==> config.mk <==
export PLATFORM = sky130hd
export DESIGN_NAME = p2s_scaler_feed
export DESIGN_NICKNAME = d
export VERILOG_FILES = /design/src/rtl/p2s_pkg.sv /design/src/rtl/p2s_capture.sv /design/src/rtl/p2s_skew.sv /design/src/rtl/p2s_sequencer.sv /design/src/rtl/p2s_scaler_feed.sv
export SDC_FILE = /design/constraint.sdc
export NUM_CORES = 1
export LEC_CHECK = 0
export ABC_AREA = 1
export BUFFER_PORTS_ARGS = -buffer_cell sky130_fd_sc_hd__buf_2
export CAP_MARGIN = 20
export CORE_ASPECT_RATIO = 0.9
export CORE_MARGIN = 2
export CORE_UTILIZATION = 40
export DETAILED_ROUTE_END_ITERATION = 8
export SETUP_SLACK_MARGIN = 0.2
export SYNTH_ARGS = -nofsm -noshare
export SYNTH_HDL_FRONTEND = slang
export SYNTH_SLANG_ARGS = --single-unit
==> constraint.sdc <==
create_clock -name clk -period 4.09 [get_ports clk]
set_clock_uncertainty 0.1 [all_clocks]
set_input_delay 0 -clock clk [delete_from_list [all_inputs] [get_ports clk]]
set_output_delay 0 -clock clk [all_outputs]
set_load 0.02 [all_outputs]
==> src/rtl/p2s_pkg.sv <==
package p2s_pkg;

  // Number of delay stages a lane needs after the second register level so
  // that its tail is ready exactly when the output mux reaches it.
  function automatic int unsigned skew_depth(input int unsigned lane,
                                             input int unsigned start_delay);
    return start_delay - 2 + lane;
  endfunction

  // Next result number in a burst; wraps to zero after the last lane.
  function automatic int unsigned next_index(input int unsigned idx,
                                             input int unsigned lanes);
    return (idx == lanes - 1) ? 0 : idx + 1;
  endfunction

endpackage

==> src/rtl/p2s_capture.sv <==
module p2s_capture #(
  parameter int unsigned W     = 12,
  parameter int unsigned LANES = 4,
  localparam int unsigned BUSW = LANES * W
) (
  input  logic            clk,
  input  logic            rst,
  input  logic            load_l1,
  input  logic            load_l2,
  input  logic [BUSW-1:0] in_re,
  input  logic [BUSW-1:0] in_im,
  output logic [BUSW-1:0] l2_re,
  output logic [BUSW-1:0] l2_im
);

  logic [BUSW-1:0] l1_re, l1_im;

  // First level: grabs the group on acceptance, holds otherwise.
  always_ff @(posedge clk) begin
    if (rst) begin
      l1_re <= '0;
      l1_im <= '0;
    end else if (load_l1) begin
      l1_re <= in_re;
      l1_im <= in_im;
    end
  end

  // Second level: takes the group one cycle later, freeing the first level.
  always_ff @(posedge clk) begin
    if (rst) begin
      l2_re <= '0;
      l2_im <= '0;
    end else if (load_l2) begin
      l2_re <= l1_re;
      l2_im <= l1_im;
    end
  end

endmodule

==> src/rtl/p2s_skew.sv <==
module p2s_skew #(
  parameter int unsigned DW    = 24,
  parameter int unsigned DEPTH = 2
) (
  input  logic          clk,
  input  logic          rst,
  input  logic [DW-1:0] din,
  output logic [DW-1:0] dout
);

  logic [DW-1:0] stage [DEPTH];

  always_ff @(posedge clk) begin
    if (rst) begin
      for (int i = 0; i < DEPTH; i++) stage[i] <= '0;
    end else begin
      stage[0] <= din;
      for (int i = 1; i < DEPTH; i++) stage[i] <= stage[i-1];
    end
  end

  assign dout = stage[DEPTH-1];

endmodule

==> src/rtl/p2s_sequencer.sv <==
module p2s_sequencer #(
  parameter int unsigned LANES       = 4,
  parameter int unsigned START_DELAY = 4,
  localparam int unsigned IDXW  = $clog2(LANES),
  localparam int unsigned BUSYW = $clog2(LANES)
) (
  input  logic            clk,
  input  logic            rst,
  input  logic            in_valid,
  output logic            accept,
  output logic            reject,
  output logic            load_l2,
  output logic            emit,
  output logic [IDXW-1:0] emit_idx,
  output logic            busy
);
  import p2s_pkg::*;

  logic [BUSYW-1:0]       busy_cnt;
  logic [START_DELAY-1:0] acc_pipe;
  logic [IDXW-1:0]        burst_idx;

  assign busy   = (busy_cnt != '0);
  assign accept = in_valid && !busy;
  assign reject = in_valid && busy;

  // Hold-off window of LANES-1 edges after each acceptance.
  always_ff @(posedge clk) begin
    if (rst)          busy_cnt <= '0;
    else if (accept)  busy_cnt <= BUSYW'(LANES - 1);
    else if (busy)    busy_cnt <= busy_cnt - 1'b1;
  end

  // Acceptance travels down a short pipe to start the burst on time.
  always_ff @(posedge clk) begin
    if (rst) acc_pipe <= '0;
    else     acc_pipe <= {acc_pipe[START_DELAY-2:0], accept};
  end

  assign load_l2  = acc_pipe[0];
  assign emit     = acc_pipe[START_DELAY-1] || (burst_idx != '0);
  assign emit_idx = (burst_idx == '0) ? '0 : burst_idx;

  always_ff @(posedge clk) begin
    if (rst)       burst_idx <= '0;
    else if (emit) burst_idx <= IDXW'(next_index(int'(emit_idx), LANES));
  end

endmodule

==> src/rtl/p2s_scaler_feed.sv <==
module p2s_scaler_feed #(
  parameter int unsigned W           = 12,
  parameter int unsigned LANES       = 4,
  parameter int unsigned START_DELAY = 4,
  localparam int unsigned IDXW = $clog2(LANES),
  localparam int unsigned BUSW = LANES * W
) (
  input  logic            clk,
  input  logic            rst,
  input  logic            in_valid,
  input  logic [BUSW-1:0] in_re,
  input  logic [BUSW-1:0] in_im,
  output logic            out_valid,
  output logic [IDXW-1:0] out_index,
  output logic [W-1:0]    out_re,
  output logic [W-1:0]    out_im,
  output logic            err_overflow
);
  import p2s_pkg::*;

  // Named internal events, brought out for the checker.
  logic            accept;
  logic            reject;
  logic            load_l2;
  logic            emit;
  logic [IDXW-1:0] emit_idx;
  logic            busy;

  logic [BUSW-1:0] l2_re, l2_im;
  logic [W-1:0]    tail_re [LANES];
  logic [W-1:0]    tail_im [LANES];

  p2s_sequencer #(.LANES(LANES), .START_DELAY(START_DELAY)) u_seq (
    .clk(clk), .rst(rst), .in_valid(in_valid),
    .accept(accept), .reject(reject), .load_l2(load_l2),
    .emit(emit), .emit_idx(emit_idx), .busy(busy)
  );

  p2s_capture #(.W(W), .LANES(LANES)) u_cap (
    .clk(clk), .rst(rst), .load_l1(accept), .load_l2(load_l2),
    .in_re(in_re), .in_im(in_im), .l2_re(l2_re), .l2_im(l2_im)
  );

  // Each result lane gets a delay one stage longer than the lane before it.
  for (genvar k = 0; k < LANES; k++) begin : g_lane
    logic [2*W-1:0] lane_out;
    p2s_skew #(.DW(2*W), .DEPTH(skew_depth(k, START_DELAY))) u_skew (
      .clk(clk), .rst(rst),
      .din({l2_re[k*W +: W], l2_im[k*W +: W]}),
      .dout(lane_out)
    );
    assign tail_re[k] = lane_out[2*W-1:W];
    assign tail_im[k] = lane_out[W-1:0];
  end

  // Two output multiplexers: real lanes to channel 1, imaginary to channel 2.
  always_ff @(posedge clk) begin
    if (rst) begin
      out_valid    <= 1'b0;
      out_index    <= '0;
      out_re       <= '0;
      out_im       <= '0;
      err_overflow <= 1'b0;
    end else begin
      out_valid    <= emit;
      err_overflow <= reject;
      if (emit) begin
        out_index <= emit_idx;
        out_re    <= tail_re[emit_idx];
        out_im    <= tail_im[emit_idx];
      end
    end
  end

endmodule

==> summary.md <==
| Metric | Value |
|---|---|
| Outcome | `finished clean` |
| Max-Cap Viols | `0` |
| # fillers | `around 4000` |
| Die area | `45700 um2` |
| Ports | `127` |
| Total GRT Usage | `roughly 16%` |
| Root buf cell | `clkbuf_16` |
| I/O Buffers | `126` |
| Multi-input logic area | `4350 um2` |
| Final wirelength | `35200 um` |
| Reg clk slew, reported paths | `0.06 ns` |
| Mapped Avg Cell Area | `8.78 um2` |
| CP arrival | `3.00 ns` |
| Die width | `about 230 um` |
| Synthesis-to-finish area growth | `21.1%` |
| Pins Over Slew Limit | `0` |
| Final worst-path cycle share | `63.4%` |
| # resized after CTS | `0` |
| First DRT Iteration DRCs | `between 600 and 700` |
| H-tree depth | `2` |
| CP Class | `flop to flop` |
| Number of vias per cell | `roughly 4.4` |
| First-pass GRT wire length | `58500 um` |
| Setup TNS | `0 ns` |
| Required time of the critical path | `roughly 4.5 ns` |
| Final ANT Viol Nets | `0` |
| Largest net degree at the start of global routing | `190` |
| Global route overflow | `0` |
| Slew margin rel. | `between 30 and 40%` |
| Worst setup margin | `1.50 ns` |
| Unrepaired setup endpoints after global routing | `false` |
| Yosys synthesis warning count | `0` |
| Min-Delay Path Class | `primary input to flop` |
| Setup-failing EPs final | `0` |
| Max VDD drop | `between 0.0003 and 0.0004 V` |
| TritonCTS clock tree | `done` |
| Average wire per standard cell | `roughly 13 um` |
| Worst Setup Start Kind | `flop` |
| Fin nets | `2289` |
| # hold bufs at CTS | `99` |
| Antenna cell count | `0` |
| Leak | `8.68 nW` |
| Overall Power | `0.0129 W` |
| Post-CTS repair timing setup buffer count | `0` |
| DRC viols | `0` |
| Synthesized area | `approximately 18000 um2` |
| Hold Fails Final Rpt | `0` |
| Detailed Place HPWL | `21600 um` |
| Slew at the pin closest to its max-slew limit | `1.05 ns` |
| Syn Inst Count | `around 2000` |
| Sequential cell area | `approximately 11000 um2` |
| Post-place setup slack | `1.33 ns` |
| Vias | `12200` |
| Initial antenna violation count | `0` |
| CTS Buf Count | `54` |
| Max Fclk | `386 MHz` |
| # clock sinks | `between 500 and 600` |
| Yosys cell types | `16` |
| Final GP Congestion | `0.799` |
| Pwr dens | `608 nW/um2` |
| Layout cells sized above 1 | `around a tenth` |
| Starting density of the core | `40.8%` |
| Row cnt | `72` |
| Worst skew pair latency | `0.57 ns` |
| Buffer depth of the longest clock path | `3` |
| Yosys reg bits | `564` |
| Core area | `roughly 43000 um2` |
| Tmin final | `2.59 ns` |
| Max FO, Critical Path | `80` |
| Vias in the first global route | `12100` |
| Die height | `between 200 and 250 um` |
| Drt pass-1 iters | `5` |
| Cell area after layout | `21300 um2` |
| Sequential area share after synthesis | `64.2%` |
| CP Capture Type | `flop` |
| Syn_nets | `between 2000 and 2500` |
| Placed cell area | `18500 um2` |
## critical path, stage by stage (launching register included)
cell and delay [ns]:
dfxtp_1 0.74, inv_4 0.49, nor2_4 0.18, buf_4 0.48, buf_12 0.30, o22a_1 0.19
## Yosys cell counts
| cell | n | area, um2 |
|---|---|---|
| dfxtp_1 | 564 | 11300 |
| o22a_1 | 79 | 692 |
| ha_1 | 2 | 25.0 |
| buf_6 | 1 | 11.3 |
| inv_1 | 362 | 1360 |
| clkbuf_1 | 38 | 143 |
| nand2_1 | 128 | 480 |
| a21oi_1 | 64 | 320 |
| inv_2 | 3 | 11.3 |
| nor2_4 | 2 | 22.5 |
| buf_4 | 30 | 225 |
| o21ai_0 | 123 | 616 |
| nor2_1 | 518 | 1940 |
| nand3_1 | 48 | 240 |
| buf_2 | 42 | 210 |
| inv_4 | 1 | 6.26 |
## path summary, 6_finish.rpt
check                                      from  slack (ns)  depth (start not counted)                             to
setup reg to reg              u_seq.acc_pipe[0]        1.50                          5                u_cap.l2_re[44]
setup / recovery              u_seq.acc_pipe[0]        1.50                          5                u_cap.l2_re[44]
hold / removal                        in_im[38]        0.12                          4                u_cap.l1_im[38]
hold reg to reg   g_lane[2].u_skew.stage[0][42]        0.30                          2  g_lane[2].u_skew.stage[0][66]
## per-stage QoR
stage | hold WS (ns) | utilization [%] | cells
after detailed placement | 0.156 | 42.8 | 2585
after floorplan | 0.0205 | - | 2005
final | 0.117 | 49.4 | 2780
after CTS | 0.0780 | 49.2 | 2777
after global placement | 0.159 | 42.7 | 2584
after global routing | 0.130 | 49.4 | 2780
## registers in the layout, indices dropped and copies added, names as in the netlist
name,cells
out_index,2
out_im,12
err_overflow,1
u_cap.l2_re,48
u_cap.l1_re,48
out_re,12
u_seq.acc_pipe,4
out_valid,1
u_seq.burst_idx,2
u_cap.l1_im,48
u_seq.busy_cnt,2
g_lane.u_skew.stage,336
u_cap.l2_im,48
## final cells by class
| cell class | instances | share of cell area (%) |
|---|---|---|
| clock inverters | 20 | 1.26 |
| repair buffers | 238 | 8.48 |
| inverters | 366 | 6.46 |
| clock buffers | 73 | 7.14 |
| flip-flops and latches | 564 | 53.0 |
| well taps | 555 | 3.26 |
| multi-input cells | 964 | 20.4 |
## layer usage
metal	up-vias	global-route usage (%)	part of all wire [%]
met5	-	0	0
met4	0	5.35	2.9
met3	72	2.39	3.9
met2	209	26.8	46
met1	5537	20.1	47
li1	6390	-	-
## kinds of logic after synthesis
family,Yosys count,share of synthesized area [%]
adders and majority gates,2,0.142
and+or+nand+nor,696,15.3
AOI/OAI and AO/OA,266,9.25
buffers and inverters,477,11.2
DFF,564,64.2
## power breakdown
group	switching (W)	total, W	internal [W]
Sequential	0.000213	0.00620	0.00599
Combinational	0.00118	0.00178	0.000602
Clock	0.00200	0.00497	0.00297
Total	0.00339	0.0129	0.00956
## layout by cell type, fill, tap and decap left out, types with 48 or more instances in the layout
master         count
nor2_1           517
dlygate4sd3_1     99
buf_2            125
inv_1            362
a21oi_1           64
nand2_1          127
dfxtp_1          563
o22a_1            79
o21ai_0          123
nand3_1           48
clkbuf_16         54
(Power assumes the default switching activity.)
